File: config.mk
export PLATFORM = sky130hd
export DESIGN_NAME = fw_glue_top
export DESIGN_NICKNAME = d
export VERILOG_FILES = /design/src/rtl/fw_glue_pkg.sv /design/src/rtl/fw_glue_decode.sv /design/src/rtl/fw_glue_irq_bank.sv /design/src/rtl/fw_glue_console.sv /design/src/rtl/fw_glue_top.sv
export SDC_FILE = /design/constraint.sdc
export NUM_CORES = 1
export LEC_CHECK = 0
export ABC_AREA = 1
export BUFFER_PORTS_ARGS = -buffer_cell sky130_fd_sc_hd__buf_2
export CORE_AREA = 2 2 86 88
export CTS_CLUSTER_SIZE = 30
export DETAILED_ROUTE_END_ITERATION = 10
export DIE_AREA = 0 0 88 90
export GPL_TIMING_DRIVEN = 0
export PLACE_DENSITY = 0.85
export SLEW_MARGIN = 15
export SYNTH_ARGS = -nofsm -noshare
export SYNTH_HDL_FRONTEND = slang
export SYNTH_HIERARCHICAL = 1
export SYNTH_SLANG_ARGS = --single-unit
export TNS_END_PERCENT = 30
File: constraint.sdc
create_clock -name clk -period 2.45 [get_ports clk]
set_clock_uncertainty 0.05 [all_clocks]
set_input_delay 0.3675 -clock clk [delete_from_list [all_inputs] [get_ports clk]]
set_output_delay 0.3675 -clock clk [all_outputs]
set_load 0.05 [all_outputs]
File: src/rtl/fw_glue_pkg.sv
package fw_glue_pkg;
  localparam logic [4:0] OFS_EXIT     = 5'h00;
  localparam logic [4:0] OFS_CPUID    = 5'h04;
  localparam logic [4:0] OFS_IRQ      = 5'h08;
  localparam logic [4:0] OFS_COUNT    = 5'h0A;
  localparam logic [4:0] OFS_RX_DATA  = 5'h10;
  localparam logic [4:0] OFS_RX_STAT  = 5'h14;
  localparam logic [4:0] OFS_TX_DATA  = 5'h18;
  localparam logic [4:0] OFS_TX_STAT  = 5'h1A;

  typedef enum logic [3:0] {
    SEL_NONE, SEL_EXIT, SEL_CPUID, SEL_IRQ, SEL_COUNT,
    SEL_RX_DATA, SEL_RX_STAT, SEL_TX_DATA, SEL_TX_STAT
  } regsel_e;
endpackage

File: src/rtl/fw_glue_decode.sv
module fw_glue_decode
  import fw_glue_pkg::*;
(
  input  logic [4:0] ofs,
  output regsel_e    sel
);
  always_comb begin
    case (ofs)
      OFS_EXIT:    sel = SEL_EXIT;
      OFS_CPUID:   sel = SEL_CPUID;
      OFS_IRQ:     sel = SEL_IRQ;
      OFS_COUNT:   sel = SEL_COUNT;
      OFS_RX_DATA: sel = SEL_RX_DATA;
      OFS_RX_STAT: sel = SEL_RX_STAT;
      OFS_TX_DATA: sel = SEL_TX_DATA;
      OFS_TX_STAT: sel = SEL_TX_STAT;
      default:     sel = SEL_NONE;
    endcase
  end
endmodule

File: src/rtl/fw_glue_irq_bank.sv
module fw_glue_irq_bank #(
  parameter int NUM_CPUS = 4,
  parameter int PORT_W   = 8
) (
  input  logic                clk,
  input  logic                rst_n,
  input  logic                wr_en,
  input  logic [PORT_W-1:0]   port,
  input  logic [7:0]          level,
  output logic [NUM_CPUS-1:0] irq_level
);
  logic [NUM_CPUS-1:0] line_q, line_d, line_en;

  for (genvar n = 0; n < NUM_CPUS; n++) begin : g_line
    always_comb begin
      line_en[n] = wr_en && (port == PORT_W'(n));
      line_d[n]  = (level != 8'd0);
    end

    always_ff @(posedge clk or negedge rst_n) begin
      if (!rst_n)          line_q[n] <= 1'b0;
      else if (line_en[n]) line_q[n] <= line_d[n];
    end
  end

  assign irq_level = line_q;


  irq_hold_chk: assert property (@(posedge clk) disable iff (!rst_n)
    !wr_en |=> $stable(irq_level));
endmodule

File: src/rtl/fw_glue_console.sv
module fw_glue_console (
  input  logic       clk,
  input  logic       rst_n,
  input  logic       rx_stat_rd,
  input  logic       rx_data_wr,
  input  logic       rx_stat_wr,
  input  logic       tx_data_wr,
  input  logic       tx_stat_wr,
  input  logic [7:0] wbyte,
  input  logic       cin_valid,
  input  logic [7:0] cin_data,
  output logic       cin_ready,
  output logic       cout_valid,
  output logic [7:0] cout_data,
  input  logic       cout_ready,
  output logic [7:0] rx_data,
  output logic [7:0] rx_stat,
  output logic [7:0] tx_data,
  output logic [7:0] tx_stat
);
  logic [7:0] rx_data_q, rx_data_d, rx_stat_q, rx_stat_d;
  logic [7:0] tx_data_q, tx_data_d, tx_stat_q, tx_stat_d;
  logic       pend_q, pend_d, tx_take;

  always_comb begin
    rx_data_d = rx_data_q;
    rx_stat_d = rx_stat_q;
    if (rx_stat_rd) begin
      rx_data_d = cin_valid ? cin_data : 8'd0;
      rx_stat_d = cin_valid ? 8'd1 : 8'd0;
    end else begin
      if (rx_data_wr) rx_data_d = wbyte;
      if (rx_stat_wr) rx_stat_d = wbyte;
    end
  end

  always_comb begin
    tx_take   = tx_data_wr && !pend_q;
    tx_data_d = tx_take ? wbyte : tx_data_q;
    tx_stat_d = tx_stat_q;
    if (tx_take)         tx_stat_d = 8'd1;
    else if (tx_stat_wr) tx_stat_d = wbyte;
    pend_d = pend_q;
    if (tx_take)                  pend_d = 1'b1;
    else if (pend_q && cout_ready) pend_d = 1'b0;
  end

  always_ff @(posedge clk or negedge rst_n) begin
    if (!rst_n) begin
      rx_data_q <= 8'd0;
      rx_stat_q <= 8'd0;
      tx_data_q <= 8'd0;
      tx_stat_q <= 8'd1;
      pend_q    <= 1'b0;
    end else begin
      rx_data_q <= rx_data_d;
      rx_stat_q <= rx_stat_d;
      tx_data_q <= tx_data_d;
      tx_stat_q <= tx_stat_d;
      pend_q    <= pend_d;
    end
  end

  assign cin_ready  = rx_stat_rd;
  assign cout_valid = pend_q;
  assign cout_data  = tx_data_q;
  assign rx_data    = rx_data_q;
  assign rx_stat    = rx_stat_q;
  assign tx_data    = tx_data_q;
  assign tx_stat    = tx_stat_q;


  rx_capture_chk: assert property (@(posedge clk) disable iff (!rst_n)
    (rx_stat_rd && cin_valid) |=> (rx_stat == 8'd1 && rx_data == $past(cin_data)));

  tx_hold_chk: assert property (@(posedge clk) disable iff (!rst_n)
    (cout_valid && !cout_ready) |=> (cout_valid && $stable(cout_data)));
endmodule

File: src/rtl/fw_glue_top.sv
module fw_glue_top
  import fw_glue_pkg::*;
#(
  parameter int NUM_CPUS = 4,
  parameter int ADDR_W   = 16,
  localparam int CPU_W   = (NUM_CPUS > 1) ? $clog2(NUM_CPUS) : 1
) (
  input  logic                clk,
  input  logic                rst_n,
  input  logic                bus_sel,
  input  logic                bus_wr,
  input  logic [ADDR_W-1:0]   bus_addr,
  input  logic [1:0]          bus_size,
  input  logic [31:0]         bus_wdata,
  input  logic [CPU_W-1:0]    bus_cpu,
  output logic [31:0]         bus_rdata,
  output logic                halt_pulse,
  output logic [7:0]          exit_code,
  output logic [NUM_CPUS-1:0] irq_level,
  input  logic                cin_valid,
  input  logic [7:0]          cin_data,
  output logic                cin_ready,
  output logic                cout_valid,
  output logic [7:0]          cout_data,
  input  logic                cout_ready
);
  logic [1:0] rst_sync_q;
  logic       rst_i_n;

  always_ff @(posedge clk or negedge rst_n) begin
    if (!rst_n) rst_sync_q <= 2'b00;
    else        rst_sync_q <= {rst_sync_q[0], 1'b1};
  end
  assign rst_i_n = rst_sync_q[1];

  regsel_e    sel;
  logic       wr_acc, rd_acc;
  logic [7:0] byte0, level_eff;
  logic [7:0] rx_data, rx_stat, tx_data, tx_stat;

  fw_glue_decode u_decode (.ofs(bus_addr[4:0]), .sel(sel));

  always_comb begin
    wr_acc    = bus_sel && bus_wr;
    rd_acc    = bus_sel && !bus_wr;
    byte0     = bus_wdata[7:0];
    level_eff = (bus_size != 2'd0) ? bus_wdata[15:8] : 8'd0;
  end

  fw_glue_irq_bank #(.NUM_CPUS(NUM_CPUS), .PORT_W(8)) u_irq (
    .clk(clk), .rst_n(rst_i_n),
    .wr_en(wr_acc && sel == SEL_IRQ),
    .port(byte0), .level(level_eff),
    .irq_level(irq_level)
  );

  fw_glue_console u_con (
    .clk(clk), .rst_n(rst_i_n),
    .rx_stat_rd(rd_acc && sel == SEL_RX_STAT),
    .rx_data_wr(wr_acc && sel == SEL_RX_DATA),
    .rx_stat_wr(wr_acc && sel == SEL_RX_STAT),
    .tx_data_wr(wr_acc && sel == SEL_TX_DATA),
    .tx_stat_wr(wr_acc && sel == SEL_TX_STAT),
    .wbyte(byte0),
    .cin_valid(cin_valid), .cin_data(cin_data), .cin_ready(cin_ready),
    .cout_valid(cout_valid), .cout_data(cout_data), .cout_ready(cout_ready),
    .rx_data(rx_data), .rx_stat(rx_stat), .tx_data(tx_data), .tx_stat(tx_stat)
  );

  logic       halt_q, halt_d, exit_en;
  logic [7:0] exit_q;
  logic [7:0] rbyte_q, rbyte_d;

  always_comb begin
    halt_d  = wr_acc && sel == SEL_EXIT;
    exit_en = halt_d;
    case (sel)
      SEL_CPUID:   rbyte_d = 8'(bus_cpu);
      SEL_COUNT:   rbyte_d = 8'(NUM_CPUS);
      SEL_RX_DATA: rbyte_d = rx_data;
      SEL_RX_STAT: rbyte_d = cin_valid ? 8'd1 : 8'd0;
      SEL_TX_DATA: rbyte_d = tx_data;
      SEL_TX_STAT: rbyte_d = tx_stat;
      default:     rbyte_d = 8'd0;
    endcase
  end

  always_ff @(posedge clk or negedge rst_i_n) begin
    if (!rst_i_n) begin
      halt_q  <= 1'b0;
      exit_q  <= 8'd0;
      rbyte_q <= 8'd0;
    end else begin
      halt_q <= halt_d;
      if (exit_en) exit_q  <= byte0;
      if (rd_acc)  rbyte_q <= rbyte_d;
    end
  end

  assign halt_pulse = halt_q;
  assign exit_code  = exit_q;
  assign bus_rdata  = {24'd0, rbyte_q};


  halt_src_chk: assert property (@(posedge clk) disable iff (!rst_i_n)
    halt_pulse |-> $past(bus_sel && bus_wr && bus_addr[4:0] == OFS_EXIT));

  rx_ready_chk: assert property (@(posedge clk) disable iff (!rst_i_n)
    cin_ready |-> (bus_sel && !bus_wr));
endmodule

## After elaboration in Yosys (flattened, before gate mapping)

Memory sizes are Yosys's and may differ from the RTL's.
Cells that the tools add are included.

- Flip-flop bits (word level): 48
- Bits in read-only memories: 128
- Input port bits: 66
- Output and inout port bits: 55
- Logic and storage cells: 56
- Memories: 1

Memories:

| name | words | width | rd ports | clocked after Yosys merged registers in | write ports | RTL line | source |
|---|---|---|---|---|---|---|---|
| (no name shown) | 32 | 4 | 1 | 0 | 0 | fw_glue_decode.sv:8 | `case (ofs)` |

- Equality and inequality tests: 11
- Mux-type cells: 10
- Reduce and logical (&&, ||, !) cells: 22

Operators with widths:

| cell | count |
|---|---|
| 8-bit two-way mux | 6 |
| 8-bit case mux with 6 select lines | 1 |
| 4-bit by 3-bit == test with 1-bit output (second input constant) | 4 |
| 8-bit by 2-bit == test with 1-bit output (second input constant) | 2 |
| 1-bit logical AND | 14 |
| 4-bit by 2-bit == test with 1-bit output (second input constant) | 2 |
| 8-bit by 1-bit == test with 1-bit output (second input constant) | 1 |
| 8-bit zero test | 1 |
| 2-bit nonzero test | 4 |
| 8-bit nonzero test | 1 |
| 4-bit by 1-bit == test with 1-bit output (second input constant) | 1 |
| 4-bit == test (second input constant) | 1 |
| 1-bit two-way mux | 3 |
| 1-bit zero test | 2 |

## Logic depth before layout (Yosys ltp)

An unclocked memory read counts as a cell.

- Depth after elaboration: 5
- Depth in mapped cells: 12

## Cells and area by module

Netlist, hierarchy kept.

By module, submodules not included:

| module | instances | cells an instance | area an instance (um^2) | sequential area each (um^2) |
|---|---|---|---|---|
| fw_glue_console | 1 | 169 | 1452.6 | 827.0 |
| fw_glue_top | 1 | 177 | 1247.4 | 475.5 |
| fw_glue_irq_bank | 1 | 57 | 316.6 | 100.1 |
| fw_glue_decode | 1 | 14 | 66.3 | 0.0 |

## Worst setup path after synthesis

OpenSTA, ideal clock, no wires.

- Path kind: input -> output
- Start: in bus_addr[2]
- End: out cin_ready
- Arrival time: 1.890 ns
- Required time: 2.033 ns
- Slack: 0.142 ns
- Stages on the path: 8
- Buffers on the path: 1
- Cells stage by stage: nor3_2 -> nand2_1 -> nand2_1 -> inv_2 -> nor2_2 -> nand2_1 -> nor2_1 -> buf_4

- Cells in the longest elaborated chain, start to end: 3

RTL lines:

| what | RTL line | source |
|---|---|---|
| start, declared | fw_glue_top.sv:12 | `input logic [ADDR_W-1:0] bus_addr,` |
| memory read 32 x 4 bit | -- |  |
| net sel[1] | fw_glue_top.sv:36 | `regsel_e sel;` |
| 4-bit by 3-bit == test with 1-bit output | fw_glue_top.sv:59 | `.rx_stat_rd(rd_acc && sel == SEL_RX_STAT),` |
| 1-bit logical AND | fw_glue_top.sv:59 |  |
| end, declared | fw_glue_top.sv:22 | `output logic cin_ready,` |

The timed path passes the listed nets, and every way through them passes these cells.

## Worst setup path after layout

- Start: in bus_addr[0]
- End: out cin_ready

Same word-level chain as after synthesis.

==> impl_metrics.py <==
metrics = {
    "status": {
        "outcome": "finished clean",
    },
    "pwr": {
        "pwr-share-seq_pct": 46.1,
        "power_frac_comb_pct": 24.9,
        "swShare_pct": 34.7,
        "switching_power_mw": 0.697,
        "power.total_mw": 2.01,
        "pwr-share-clk_pct": 28.9,
        "max-vdd-ir-drop_uv": 411,
        "p_leak_nw": 2.09,
        "internal_power_mw": 1.31,
        "power.density_mw_per_mm2": 570,
    },
    "critical_path": {
        "cp_max_fo": 5,
        "crit_type": "input pin to primary output",
        "critPathRequiredTime_ps": 2030,
        "path_delay_family": "simple AND/OR/NAND/NOR gates",
        "r2r_slack_ps": 1280,
        "path_buf_inv": 4,
        "slowest_delay_ps": 230,
        "cp-start-kind": "input pin",
        "crit_path_end_kind": "primary output",
        "critical_path.cell_chain": "buf_2 -> nor2_1 -> o21ai_0 -> o21ai_2 -> inv_1 -> nor2_2 -> nand2_1 -> nor2_4 -> buf_4 -> clkbuf_4",
        "arrival_ps": 1840,
        "cp_slowest_cell": "o21ai_2",
    },
    "final_layout": {
        "layout.nets": 558,
        "final_layout_size_suffix_gt1_share_pct": 29.4,
        "n_antenna_cell": 0,
        "areaGrowthSynthToFinish_pct": 26.8,
    },
    "floorplanning": {
        "die_area_sq_mm": 0.00792,
        "die_w_microns": 88,
        "fp-row-count": 31,
        "io_pins": 121,
        "core-area_sq_mm": 0.00702,
        "start_util_pct": 39.7,
        "die_y_microns": 90,
    },
    "synth": {
        "netlist_area_sq_mm": 0.00279,
        "syn_inst": 388,
        "synth_warnings": 6,
        "syn_avg_cell_area_sq_um": 7.18,
    },
    "cts": {
        "cts_tree": "done",
        "h-tree-depth": 2,
        "clock_latency_ps": 310,
        "cts.sinks": 48,
        "cts_root_buf": "clkbuf_8",
        "cts.clk_slew.worst_paths_ps": 90,
        "clk_path_buf_depth": 2,
        "cts_made_buffers": 5,
    },
    "grt": {
        "grt_util_all_layers_pct": 18.5,
        "antenna_found_initial": 0,
        "grt_max_degree": 35,
        "grt_pass1_vias": 2605,
        "overflow": 0,
        "grt_pass1_wl_microns": 11700,
    },
    "flow_run": {
        "maxCapViolations": 0,
    },
    "sta": {
        "slew_headroom_pct": 45.5,
        "worst_slew_pin_slew_ps": 810,
        "fin_crit_sh_pct": 92.2,
        "setup_violations": 0,
        "period_minus_slack_ps": 2260,
        "fmax_ghz": 0.443,
        "hold_viol_final": 0,
        "rsz0062_at_grt": "no",
        "hold_ws_ps": 114,
        "finalMaxSlewViolations": 0,
        "timing.setup.tns_ps": 0,
    },
    "route": {
        "wirelength_microns": 6990,
        "drtIter0Drc": 164,
        "ant_nets": 0,
        "num_vias": 2662,
        "drc_errors": 0,
        "vias_per_cell": 4.50,
        "wl_per_cell_microns": 11.8,
        "firstDrtPassIters": 5,
    },
    "placed_design": {
        "port_buffers": 69,
        "dpl.hpwl_microns": 5390,
        "place_congestion": 0.878,
    },
    "worst_hold_path": {
        "worst_hold_path_type": "flip-flop to asynchronous set/reset pin",
    },
}
-- power by group through the flow --
stage                     logic (mW)  clock network [mW]  registers (mW)
after floorplan                0.234                   0            1.07
after global placement         0.468                   0           0.946
after detailed placement       0.494                   0           0.940
after CTS                      0.499               0.588           0.927
after global routing           0.539               0.632           0.937
final                          0.502               0.582           0.928
-- per-layer routing --
metal  vias to the layer above  global-route usage, %  part of all wire, %
li1                       1344                      -                    -
met1                      1209                   22.8                   43
met2                        92                   31.7                   49
met3                        17                   3.40                  5.8
met4                         0                   6.67                  2.1
met5                         -                      0                    0
-- per-stage QoR --
stage / util (%) / cells / worst slack, ps / instance area (sq um)
2_1_floorplan: - / 411 / 164 / 2870
3_3_place_gp: 47.6 / 579 / -350 / 3340
3_5_place_dp: 47.9 / 580 / -400 / 3360
4_1_cts: 49.9 / 589 / 23.7 / 3510
5_1_grt: 50.3 / 592 / 68.9 / 3530
6_report: 50.3 / 592 / 192 / 3530
-- path summary, 6_finish.rpt --
path,start,to,cells after the start
setup / recovery,bus_addr[0],cin_ready,10
hold / removal,rst_sync_q[1]$_DFF_PN0_,u_con/cout_data[7]$_DFFE_PN0P_,0
setup reg to reg,u_con/cout_valid$_DFFE_PN0P_,u_con/cout_data[6]$_DFFE_PN0P_,5
hold reg to reg,rst_sync_q[1]$_DFF_PN0_,u_con/cout_data[7]$_DFFE_PN0P_,0
max in group asynchronous,rst_sync_q[1]$_DFF_PN0_,u_con/tx_stat[0]$_DFFE_PN1P_,1
min in group clk,cout_ready,u_con/cout_valid$_DFFE_PN0P_,2
-- placed cells by master, fill, tap and decap left out, drive strengths merged, types with 2 or more instances in the layout --
cell      n
nand2   151
nand4     3
inv      34
clkbuf    6
nand3    44
nor4      2
buf     109
nor2     52
dfrtp    47
nor3      3
conb     25
o21ai    10
-- timing repair --
item,in CTS,in global routing
pin swaps,0,3
buffers inserted,0,3
hold buffers,1,0
hold endpoints to repair,2,0
resized for setup,6,1
setup endpoints to repair,1,2
-- registers in the layout, summed over array words and instances (netlist names) --
register	flops
rbyte_q	8
u_irq/irq_level	4
u_con/cout_valid	1
rst_sync_q	2
halt_pulse	1
u_con/cout_data	8
u_con/rx_data	8
u_con/tx_stat	8
exit_code	8
-- worst register-to-register path, cell delays in order (launching register included) --
cell and delay, ps:
dfrtp_1 390, inv_2 160, nand2_2 140, buf_4 200
nand2_1 60, nand2_1 60
-- area by class of cell --
class                   instances  area (sq um)
fillers                       668          3490
multi-input cells             292          1280
flip-flops and latches         48          1200
repair buffers                 74           400
plain buffers                  37           282
inverters                      34           130
well taps                      99           124
clock buffers                   5          68.8
clock inverters                 3          42.5
Power figures use the tool's default switching activity.
